File: src/rtl/clkdiv_pkg.sv
`timescale 1ns/1ps
package clkdiv_pkg;

    // Run gate states
    typedef enum logic {
        GATE_HOLD = 1'b0,
        GATE_RUN  = 1'b1
    } gate_state_e;

    // Bank B select codes, bit 1 is the MSB
    typedef enum logic [1:0] {
        SELB_DIV4  = 2'b00,
        SELB_DIV6  = 2'b01,
        SELB_DIV5A = 2'b10,
        SELB_DIV5B = 2'b11
    } selb_e;

endpackage

File: src/rtl/clkdiv_gate.sv
`timescale 1ns/1ps
module clkdiv_gate
    import clkdiv_pkg::*;
(
    input  logic clk_in,
    input  logic rst,
    input  logic hold,
    output logic adv
);

    gate_state_e state, state_nxt;

    // State register on the falling edge, so it only moves while the clock is low
    always_ff @(negedge clk_in or posedge rst) begin
        if (rst) state <= GATE_HOLD;
        else     state <= state_nxt;
    end

    always_comb begin
        state_nxt = state;
        unique case (state)
            GATE_HOLD: state_nxt = hold ? GATE_HOLD : GATE_RUN;
            GATE_RUN:  state_nxt = hold ? GATE_HOLD : GATE_RUN;
        endcase
    end

    // Output process
    always_comb begin
        adv = (state == GATE_RUN);
    end

    // While reset is high the counters must see no advance
    p_gate_reset_r7: assert property (@(posedge clk_in) rst |-> !adv)
        else $error("gate advancing during reset");

endmodule

File: src/rtl/clkdiv_select.sv
`timescale 1ns/1ps
module clkdiv_select
    import clkdiv_pkg::*;
#(
    parameter int unsigned CW       = 3,
    parameter int unsigned DIV_A_LO = 2,
    parameter int unsigned DIV_A_HI = 4,
    parameter int unsigned DIV_B_00 = 4,
    parameter int unsigned DIV_B_01 = 6,
    parameter int unsigned DIV_B_1X = 5
) (
    input  logic          sel_a,
    input  logic [1:0]    sel_b,
    output logic [CW-1:0] ratio_a,
    output logic [CW-1:0] ratio_b
);

    always_comb begin
        ratio_a = sel_a ? CW'(DIV_A_HI) : CW'(DIV_A_LO);
        unique case (selb_e'(sel_b))
            SELB_DIV4:              ratio_b = CW'(DIV_B_00);
            SELB_DIV6:              ratio_b = CW'(DIV_B_01);
            SELB_DIV5A, SELB_DIV5B: ratio_b = CW'(DIV_B_1X);
        endcase
    end

endmodule

File: src/rtl/clkdiv_bank.sv
`timescale 1ns/1ps
module clkdiv_bank #(
    parameter int unsigned CW = 3
) (
    input  logic          clk_in,
    input  logic          rst,
    input  logic          adv,
    input  logic [CW-1:0] ratio,
    output logic          q
);

    logic [CW-1:0] ph, ph_nxt;
    logic          q_nxt;
    logic [CW:0]   ph_inc;
    logic [CW-1:0] hi_len;

    // Next-phase logic
    always_comb begin
        ph_inc = {1'b0, ph} + {{CW{1'b0}}, 1'b1};
        hi_len = (ratio >> 1) + {{(CW-1){1'b0}}, ratio[0]};
        ph_nxt = ph;
        q_nxt  = q;
        if (adv) begin
            q_nxt  = (ph < hi_len);
            ph_nxt = (ph_inc >= {1'b0, ratio}) ? '0 : ph_inc[CW-1:0];
        end
    end

    // Phase and output registers
    always_ff @(posedge clk_in or posedge rst) begin
        if (rst) begin
            ph <= '0;
            q  <= 1'b0;
        end else begin
            ph <= ph_nxt;
            q  <= q_nxt;
        end
    end

    // Phase stays inside the selected ratio
    p_phase_range_r2: assert property (@(posedge clk_in) disable iff (rst)
        adv |=> (!$stable(ratio) || ph < ratio))
        else $error("phase out of range");

    // Output frozen when the gate does not advance
    p_hold_freeze_r4: assert property (@(posedge clk_in) disable iff (rst)
        !adv |=> $stable(q))
        else $error("output moved while held");

    // Reset clears output and phase
    p_reset_clear_r6: assert property (@(posedge clk_in)
        rst |-> (!q && ph == '0))
        else $error("reset did not clear bank");

endmodule

File: src/rtl/clkdiv_aligned.sv
`timescale 1ns/1ps
module clkdiv_aligned #(
    parameter int unsigned DIV_A_LO = 2,
    parameter int unsigned DIV_A_HI = 4,
    parameter int unsigned DIV_B_00 = 4,
    parameter int unsigned DIV_B_01 = 6,
    parameter int unsigned DIV_B_1X = 5
) (
    input  logic       clk_in,
    input  logic       rst,
    input  logic       hold,
    input  logic       sel_a,
    input  logic [1:0] sel_b,
    output logic       qa,
    output logic       qa_n,
    output logic       qb,
    output logic       qb_n
);

    localparam int unsigned MAX_A = (DIV_A_LO > DIV_A_HI) ? DIV_A_LO : DIV_A_HI;
    localparam int unsigned MAX_B0 = (DIV_B_00 > DIV_B_01) ? DIV_B_00 : DIV_B_01;
    localparam int unsigned MAX_B = (MAX_B0 > DIV_B_1X) ? MAX_B0 : DIV_B_1X;
    localparam int unsigned MAXR = (MAX_A > MAX_B) ? MAX_A : MAX_B;
    localparam int unsigned CW = $clog2(MAXR + 1);
    localparam int unsigned NBANK = 2;

    logic              adv;
    logic [CW-1:0]     ratio [NBANK];
    logic [NBANK-1:0]  qv;

    clkdiv_gate u_gate (
        .clk_in (clk_in),
        .rst    (rst),
        .hold   (hold),
        .adv    (adv)
    );

    clkdiv_select #(
        .CW       (CW),
        .DIV_A_LO (DIV_A_LO),
        .DIV_A_HI (DIV_A_HI),
        .DIV_B_00 (DIV_B_00),
        .DIV_B_01 (DIV_B_01),
        .DIV_B_1X (DIV_B_1X)
    ) u_select (
        .sel_a   (sel_a),
        .sel_b   (sel_b),
        .ratio_a (ratio[0]),
        .ratio_b (ratio[1])
    );

    // Banks share one advance strobe, which keeps their edges aligned
    for (genvar g = 0; g < NBANK; g++) begin : g_bank
        clkdiv_bank #(.CW(CW)) u_bank (
            .clk_in (clk_in),
            .rst    (rst),
            .adv    (adv),
            .ratio  (ratio[g]),
            .q      (qv[g])
        );
    end

    assign qa   = qv[0];
    assign qa_n = ~qv[0];
    assign qb   = qv[1];
    assign qb_n = ~qv[1];

endmodule

File: config.mk
export PLATFORM = sky130hd
export DESIGN_NAME = clkdiv_aligned
export DESIGN_NICKNAME = d
export VERILOG_FILES = /design/src/rtl/clkdiv_pkg.sv /design/src/rtl/clkdiv_gate.sv /design/src/rtl/clkdiv_select.sv /design/src/rtl/clkdiv_bank.sv /design/src/rtl/clkdiv_aligned.sv
export SDC_FILE = /design/constraint.sdc
export NUM_CORES = 1
export LEC_CHECK = 0
export ABC_AREA = 1
export BUFFER_PORTS_ARGS = -buffer_cell sky130_fd_sc_hd__buf_2
export CAP_MARGIN = 20
export CORE_UTILIZATION = 30
export DETAILED_ROUTE_END_ITERATION = 16
export GPL_TIMING_DRIVEN = 0
export HOLD_SLACK_MARGIN = 0.15
export PLACE_DENSITY = 0.56
export SYNTH_ARGS = -nofsm -noshare
export SYNTH_HDL_FRONTEND = slang
export SYNTH_SLANG_ARGS = --single-unit
File: constraint.sdc
create_clock -name clk_in -period 1.5 [get_ports clk_in]
set_input_delay 0.075 -clock clk_in [delete_from_list [all_inputs] [get_ports clk_in]]
set_output_delay 0.075 -clock clk_in [all_outputs]
set_load 0.01 [all_outputs]
== Word-level counts from Yosys, hierarchy flattened ==
Cells that the tools add are included.

* Add/subtract/negate cells: 4
* Order comparisons: 4
* Eq/ne operators: 3
* Multiplexer cells: 5
* Bitwise logic cells: 2
* Reduce and logical (&&, ||, !) cells: 2

{| class="wikitable"
|+ Operators by type and width
! cell !! number
|-
| two-way mux 3 bit || 3
|-
| one-hot mux 3 bit (3 select lines) || 1
|-
| adder 3 x 1 -> 4 bit (second input constant) || 2
|-
| greater-or-equal comparator 4 x 3 -> 1 bit || 2
|-
| adder 2 x 1 -> 3 bit || 2
|-
| < comparator 3 bit || 2
|-
| == test 2 bit (second input constant) || 2
|-
| == test 2 x 1 -> 1 bit (second input constant) || 1
|-
| zero test 2 bit || 1
|-
| NOT 1 bit || 2
|-
| OR reduction 2 bit || 1
|-
| two-way mux 1 bit || 1
|}

* Bits in registers: 9
* Bits of input ports: 6
* Output and inout bits: 4
* Word-level logic and storage cells: 25

== Logic depth before layout (Yosys ltp) ==
* Depth after elaboration: 5
* Gate-level depth with buffers: 9
* Mapped depth without buffers: 8

== Hierarchy ==
From an unflattened synthesis, not the netlist that was laid out.

* Cells, all modules: 118
* Area total of the unflattened synthesis: 838.3 um^2

{| class="wikitable"
|+ By module, submodules not included
! module !! instances !! cells an instance !! area an instance (um^2) !! sequential area each (um^2)
|-
| clkdiv_bank || 2 || 52 || 376.6 || 100.1
|-
| clkdiv_select || 1 || 9 || 45.0 || 0.0
|-
| clkdiv_gate || 1 || 3 || 32.5 || 25.0
|-
| clkdiv_aligned || 1 || 2 || 7.5 || 0.0
|}

==> report_table.html <==
<table>
<tr><th>Metric</th><th>Value</th></tr>
<tr><th colspan="2">Critical path</th></tr>
<tr><td>CP endpoint kind</td><td>register</td></tr>
<tr><td>Arrival time of data at the critical path endpoint</td><td>1.82 ns</td></tr>
<tr><td>Maximum fanout count along the critical path</td><td>6</td></tr>
<tr><td>Worst reg-to-reg setup slack</td><td>-0.12 ns</td></tr>
<tr><td>Reg2Reg Capture Point</td><td>g_bank[1].u_bank.ph[0]$_DFFE_PP0P_</td></tr>
<tr><td>CP Launch Type</td><td>register</td></tr>
<tr><td>Worst stage delay on the critical path</td><td>0.40 ns</td></tr>
<tr><td>Slowest cell on crit path</td><td>sky130_fd_sc_hd__dfrtn_1</td></tr>
<tr><td>Data required time at the worst endpoint</td><td>1.70 ns</td></tr>
<tr><td>R2R cell count</td><td>4</td></tr>
<tr><td>Cells along the critical path</td><td>buf_6 -&gt; buf_4 -&gt; nand3_1 -&gt; nand2_1</td></tr>
<tr><td>R2r startpoint</td><td>u_gate.adv$_DFF_NP0_</td></tr>
<tr><td>Start-to-end type of the worst setup path</td><td>register to register</td></tr>
<tr><th colspan="2">Global route</th></tr>
<tr><td>First-pass GRT wire length</td><td>1990 um</td></tr>
<tr><td>Number of global-route vias before repair</td><td>471</td></tr>
<tr><td>Leftover overflow at the end of global routing</td><td>0</td></tr>
<tr><td>Overall track demand over capacity in global routing</td><td>13.9%</td></tr>
<tr><td>Initial antenna violation count</td><td>0</td></tr>
<tr><td>Pin count of the biggest net entering global routing</td><td>10</td></tr>
<tr><th colspan="2">Floorplan</th></tr>
<tr><td>Std-Cell Rows</td><td>15</td></tr>
<tr><td>Height of the die</td><td>46.7 um</td></tr>
<tr><td>Die width</td><td>46.7 um</td></tr>
<tr><td>Total die area</td><td>2180 um^2</td></tr>
<tr><td>Area of the core region</td><td>1800 um^2</td></tr>
<tr><td># IOs</td><td>10</td></tr>
<tr><td>Initial Util</td><td>33.3%</td></tr>
<tr><th colspan="2">Synthesis</th></tr>
<tr><td>Combinational family with the most area after synthesis</td><td>simple AND/OR/NAND/NOR gates</td></tr>
<tr><td>Fraction of the mapped netlist area in adder cells</td><td>16.7%</td></tr>
<tr><td>Post-Synth Simple-Gate Area</td><td>23.1%</td></tr>
<tr><td>Post-Synth XOR/XNOR Area</td><td>1.46%</td></tr>
<tr><td>Main area contributors after synthesis</td><td>sky130_fd_sc_hd__dfrtp_1 33%, sky130_fd_sc_hd__ha_1 17%, sky130_fd_sc_hd__nand2_1 16%, sky130_fd_sc_hd__inv_1 11%, sky130_fd_sc_hd__o21ai_0 5.8%</td></tr>
<tr><td>Distinct cell type count of the synthesized netlist</td><td>15</td></tr>
<tr><td>Post-synthesis area per instance</td><td>7.32 um^2</td></tr>
<tr><td>Net Count, Synth</td><td>96</td></tr>
<tr><td>Number of warnings issued by yosys</td><td>0</td></tr>
<tr><td>Fraction of the yosys area taken by sequential cells</td><td>37.5%</td></tr>
<tr><td>Yosys top cell area share</td><td>33.3%</td></tr>
<tr><td>Synthesized cell area</td><td>601 um^2</td></tr>
<tr><td>Share of synthesized area spent on multiplexers</td><td>0%</td></tr>
<tr><td>Number of storage elements in the synthesis netlist</td><td>9</td></tr>
<tr><td>Number of instances in the synthesized netlist</td><td>82</td></tr>
<tr><td>Compound-cell area share of the yosys netlist</td><td>8.13%</td></tr>
<tr><td>Biggest area consumer among synthesized cells</td><td>sky130_fd_sc_hd__dfrtp_1</td></tr>
<tr><th colspan="2">Power and ir drop</th></tr>
<tr><td>Leakage power</td><td>0.449 nW</td></tr>
<tr><td>Largest voltage drop on the vdd net</td><td>0.864 mV</td></tr>
<tr><td>Power per unit of standard cell area</td><td>1730 nW/um^2</td></tr>
<tr><th colspan="2">Layout</th></tr>
<tr><td>Number of filler cells placed in the layout</td><td>190</td></tr>
<tr><td>Footprint of the flip-flops and latches</td><td>225 um^2</td></tr>
<tr><td>Area added between synthesis and finish</td><td>34.0%</td></tr>
<tr><td>Most common library cell in the layout ignoring fill and taps</td><td>sky130_fd_sc_hd__nand2_1</td></tr>
<tr><td>Leading cell types in the layout, fill and taps excluded</td><td>25 x sky130_fd_sc_hd__nand2_1, 16 x sky130_fd_sc_hd__inv_1, 9 x sky130_fd_sc_hd__buf_2</td></tr>
<tr><td>Layout Nets</td><td>116</td></tr>
<tr><td>Area taken by multi-input logic gates</td><td>343 um^2</td></tr>
<tr><td>Fraction of the core area covered by cells at the end of the flow</td><td>44.7%</td></tr>
<tr><td>Share of post-route cells with drive strength above 1</td><td>25.7%</td></tr>
<tr><td>Number of inserted diodes</td><td>0</td></tr>
<tr><th colspan="2">Placed design</th></tr>
<tr><td>Port Buffers</td><td>9</td></tr>
<tr><td>Total half-perimeter wirelength after legalization and detailed placement</td><td>778 um</td></tr>
<tr><td>Final Wtd Congestion</td><td>0.811</td></tr>
<tr><th colspan="2">Timing</th></tr>
<tr><td>Unrepaired setup endpoints after global routing</td><td>true</td></tr>
<tr><td>Setup violators final</td><td>8</td></tr>
<tr><td>Clock skew after layout</td><td>0.00816 ns</td></tr>
<tr><td>Setup slack of the critical path after layout</td><td>-0.116 ns</td></tr>
<tr><td>Fin. Hold Viols</td><td>0</td></tr>
<tr><td>Final total negative setup slack</td><td>-0.687 ns</td></tr>
<tr><td>Slew Limit Fails</td><td>0</td></tr>
<tr><td>Worst hold-check slack</td><td>0.190 ns</td></tr>
<tr><th colspan="2">Clocking</th></tr>
<tr><td>Clock tree buffer depth</td><td>2</td></tr>
<tr><td>Clock transition at the register clock pins on the worst setup and hold paths after CTS</td><td>0.06 ns</td></tr>
<tr><td>Cell at the root of the clock tree</td><td>sky130_fd_sc_hd__clkbuf_4</td></tr>
<tr><td>TritonCTS buffer count</td><td>3</td></tr>
<tr><td>Worst-Skew Late Latency</td><td>0.27 ns</td></tr>
<tr><td># clock sinks</td><td>9</td></tr>
<tr><td>CTS tree</td><td>yes</td></tr>
<tr><td>H-Tree Level Count</td><td>1</td></tr>
<tr><th colspan="2">Min path</th></tr>
<tr><td>Hold Path Sink</td><td>g_bank[1].u_bank.q$_DFFE_PP0P_</td></tr>
<tr><td>Hold_sp</td><td>sel_b[1]</td></tr>
<tr><td>Path category of the worst min-delay check</td><td>input port to register</td></tr>
<tr><td>Cells on Worst Hold Path</td><td>5</td></tr>
<tr><th colspan="2">Drt</th></tr>
<tr><td>Final routed DRC violation total</td><td>0</td></tr>
<tr><td>Total wire length</td><td>1170 um</td></tr>
<tr><td>Post-detailed-route wirelength per cell</td><td>9.25 um</td></tr>
<tr><td>Total vias in the final route</td><td>509</td></tr>
<tr><td>Detailed Routing Iterations Pass 1</td><td>2</td></tr>
<tr><td>Iter 0 DRT Violations</td><td>1</td></tr>
<tr><td>Via-to-Cell Ratio</td><td>4.04</td></tr>
<tr><td>Remaining antenna violation count after routing</td><td>0</td></tr>
<tr><th colspan="2">Status</th></tr>
<tr><td>Failing checks</td><td>setup timing</td></tr>
<tr><td>Run status</td><td>finished with violations</td></tr>
<tr><th colspan="2">Job</th></tr>
<tr><td>Reported max-cap violation count</td><td>0</td></tr>
</table>
==> critical path, delay by kind of cell, from the launching register on <==
| family | cells | cell delay, ns |
|---|---|---|
| buf+inv | 2 | 0.26 |
| simple gates | 2 | 0.14 |
| flops | 1 | 0.40 |
==> report_power, final <==
| part | total, mW | switching, mW | internal, mW |
|---|---|---|---|
| logic | 0.759 | 0.415 | 0.344 |
| clock network | 0.192 | 0.0894 | 0.103 |
| registers | 0.443 | 0.103 | 0.339 |
==> cell usage after synthesis <==
cell type,number
sky130_fd_sc_hd__buf_4,1
sky130_fd_sc_hd__inv_1,17
sky130_fd_sc_hd__nor2_1,3
sky130_fd_sc_hd__nand2_1,26
sky130_fd_sc_hd__o21ai_2,1
sky130_fd_sc_hd__clkbuf_1,1
sky130_fd_sc_hd__a21oi_1,1
sky130_fd_sc_hd__conb_1,1
sky130_fd_sc_hd__o21ai_0,7
sky130_fd_sc_hd__dfrtn_1,1
sky130_fd_sc_hd__nor3_1,1
sky130_fd_sc_hd__nand3_1,5
sky130_fd_sc_hd__xor2_1,1
sky130_fd_sc_hd__ha_1,8
sky130_fd_sc_hd__dfrtp_1,8
==> logic make-up (layout without fill, tap and decap cells) <==
logic type	count (synthesis)	in the layout
adders and majority gates	8	8
other	1	1
AOI/OAI and AO/OA	9	9
buffers and inverters	19	38
DFF	9	9
and+or+nand+nor	35	35
xor gates and xnor gates	1	1
==> metal layers <==
layer	track usage, %	vias to the layer above	share of wire [%]
met5	0	-	0
met4	6.86	0	2.1
met3	5.77	4	3.7
met2	20.0	8	43
met1	18.1	208	51
li1	-	289	-
==> how the worst max path moves through the flow <==
stage	cells after the start	startpoint	to	slack (ns)
after global placement	5	u_gate.adv$_DFF_NP0_	g_bank[0].u_bank.q$_DFFE_PP0P_	-0.14
final	4	u_gate.adv$_DFF_NP0_	g_bank[1].u_bank.ph[0]$_DFFE_PP0P_	-0.12
after floorplan	5	u_gate.adv$_DFF_NP0_	g_bank[0].u_bank.q$_DFFE_PP0P_	-0.08
after CTS	5	u_gate.adv$_DFF_NP0_	g_bank[0].u_bank.q$_DFFE_PP0P_	-0.12
after detailed placement	5	u_gate.adv$_DFF_NP0_	g_bank[0].u_bank.q$_DFFE_PP0P_	-0.15
after global routing	4	u_gate.adv$_DFF_NP0_	g_bank[1].u_bank.ph[2]$_DFFE_PP0P_	-0.17
==> final cells by class <==
type	count	area share, %
multi-input combinational	54	42.6
sequential	9	28.0
timing repair buffer	15	11.8
inverter	17	8.55
tap	25	3.89
clock buffer	4	3.27
buffer	2	1.87
==> state kept, by name, indices dropped and copies added (netlist names) <==
register and cells:
g_bank.u_bank.ph 6, g_bank.u_bank.q 2, u_gate.adv 1
==> timing repair <==
action                                  CTS  global route
pin swaps                                 2             2
gates resized for setup                   4             6
hold buffers                              2             0
hold endpoints to repair                  9             0
setup buffers                             4             0
endpoints found under the setup margin    8             8
==> per-stage QoR <==
stage	total power, mW	worst slack, ns	std cells	area, um^2
3_3_place_gp	1.06	-0.145	116	688
2_1_floorplan	0.915	-0.0752	82	612
4_1_cts	1.33	-0.124	126	773
6_report	1.39	-0.116	126	805
3_5_place_dp	1.07	-0.151	116	688
5_1_grt	1.55	-0.173	126	805
Power figures use the tool's default switching activity.
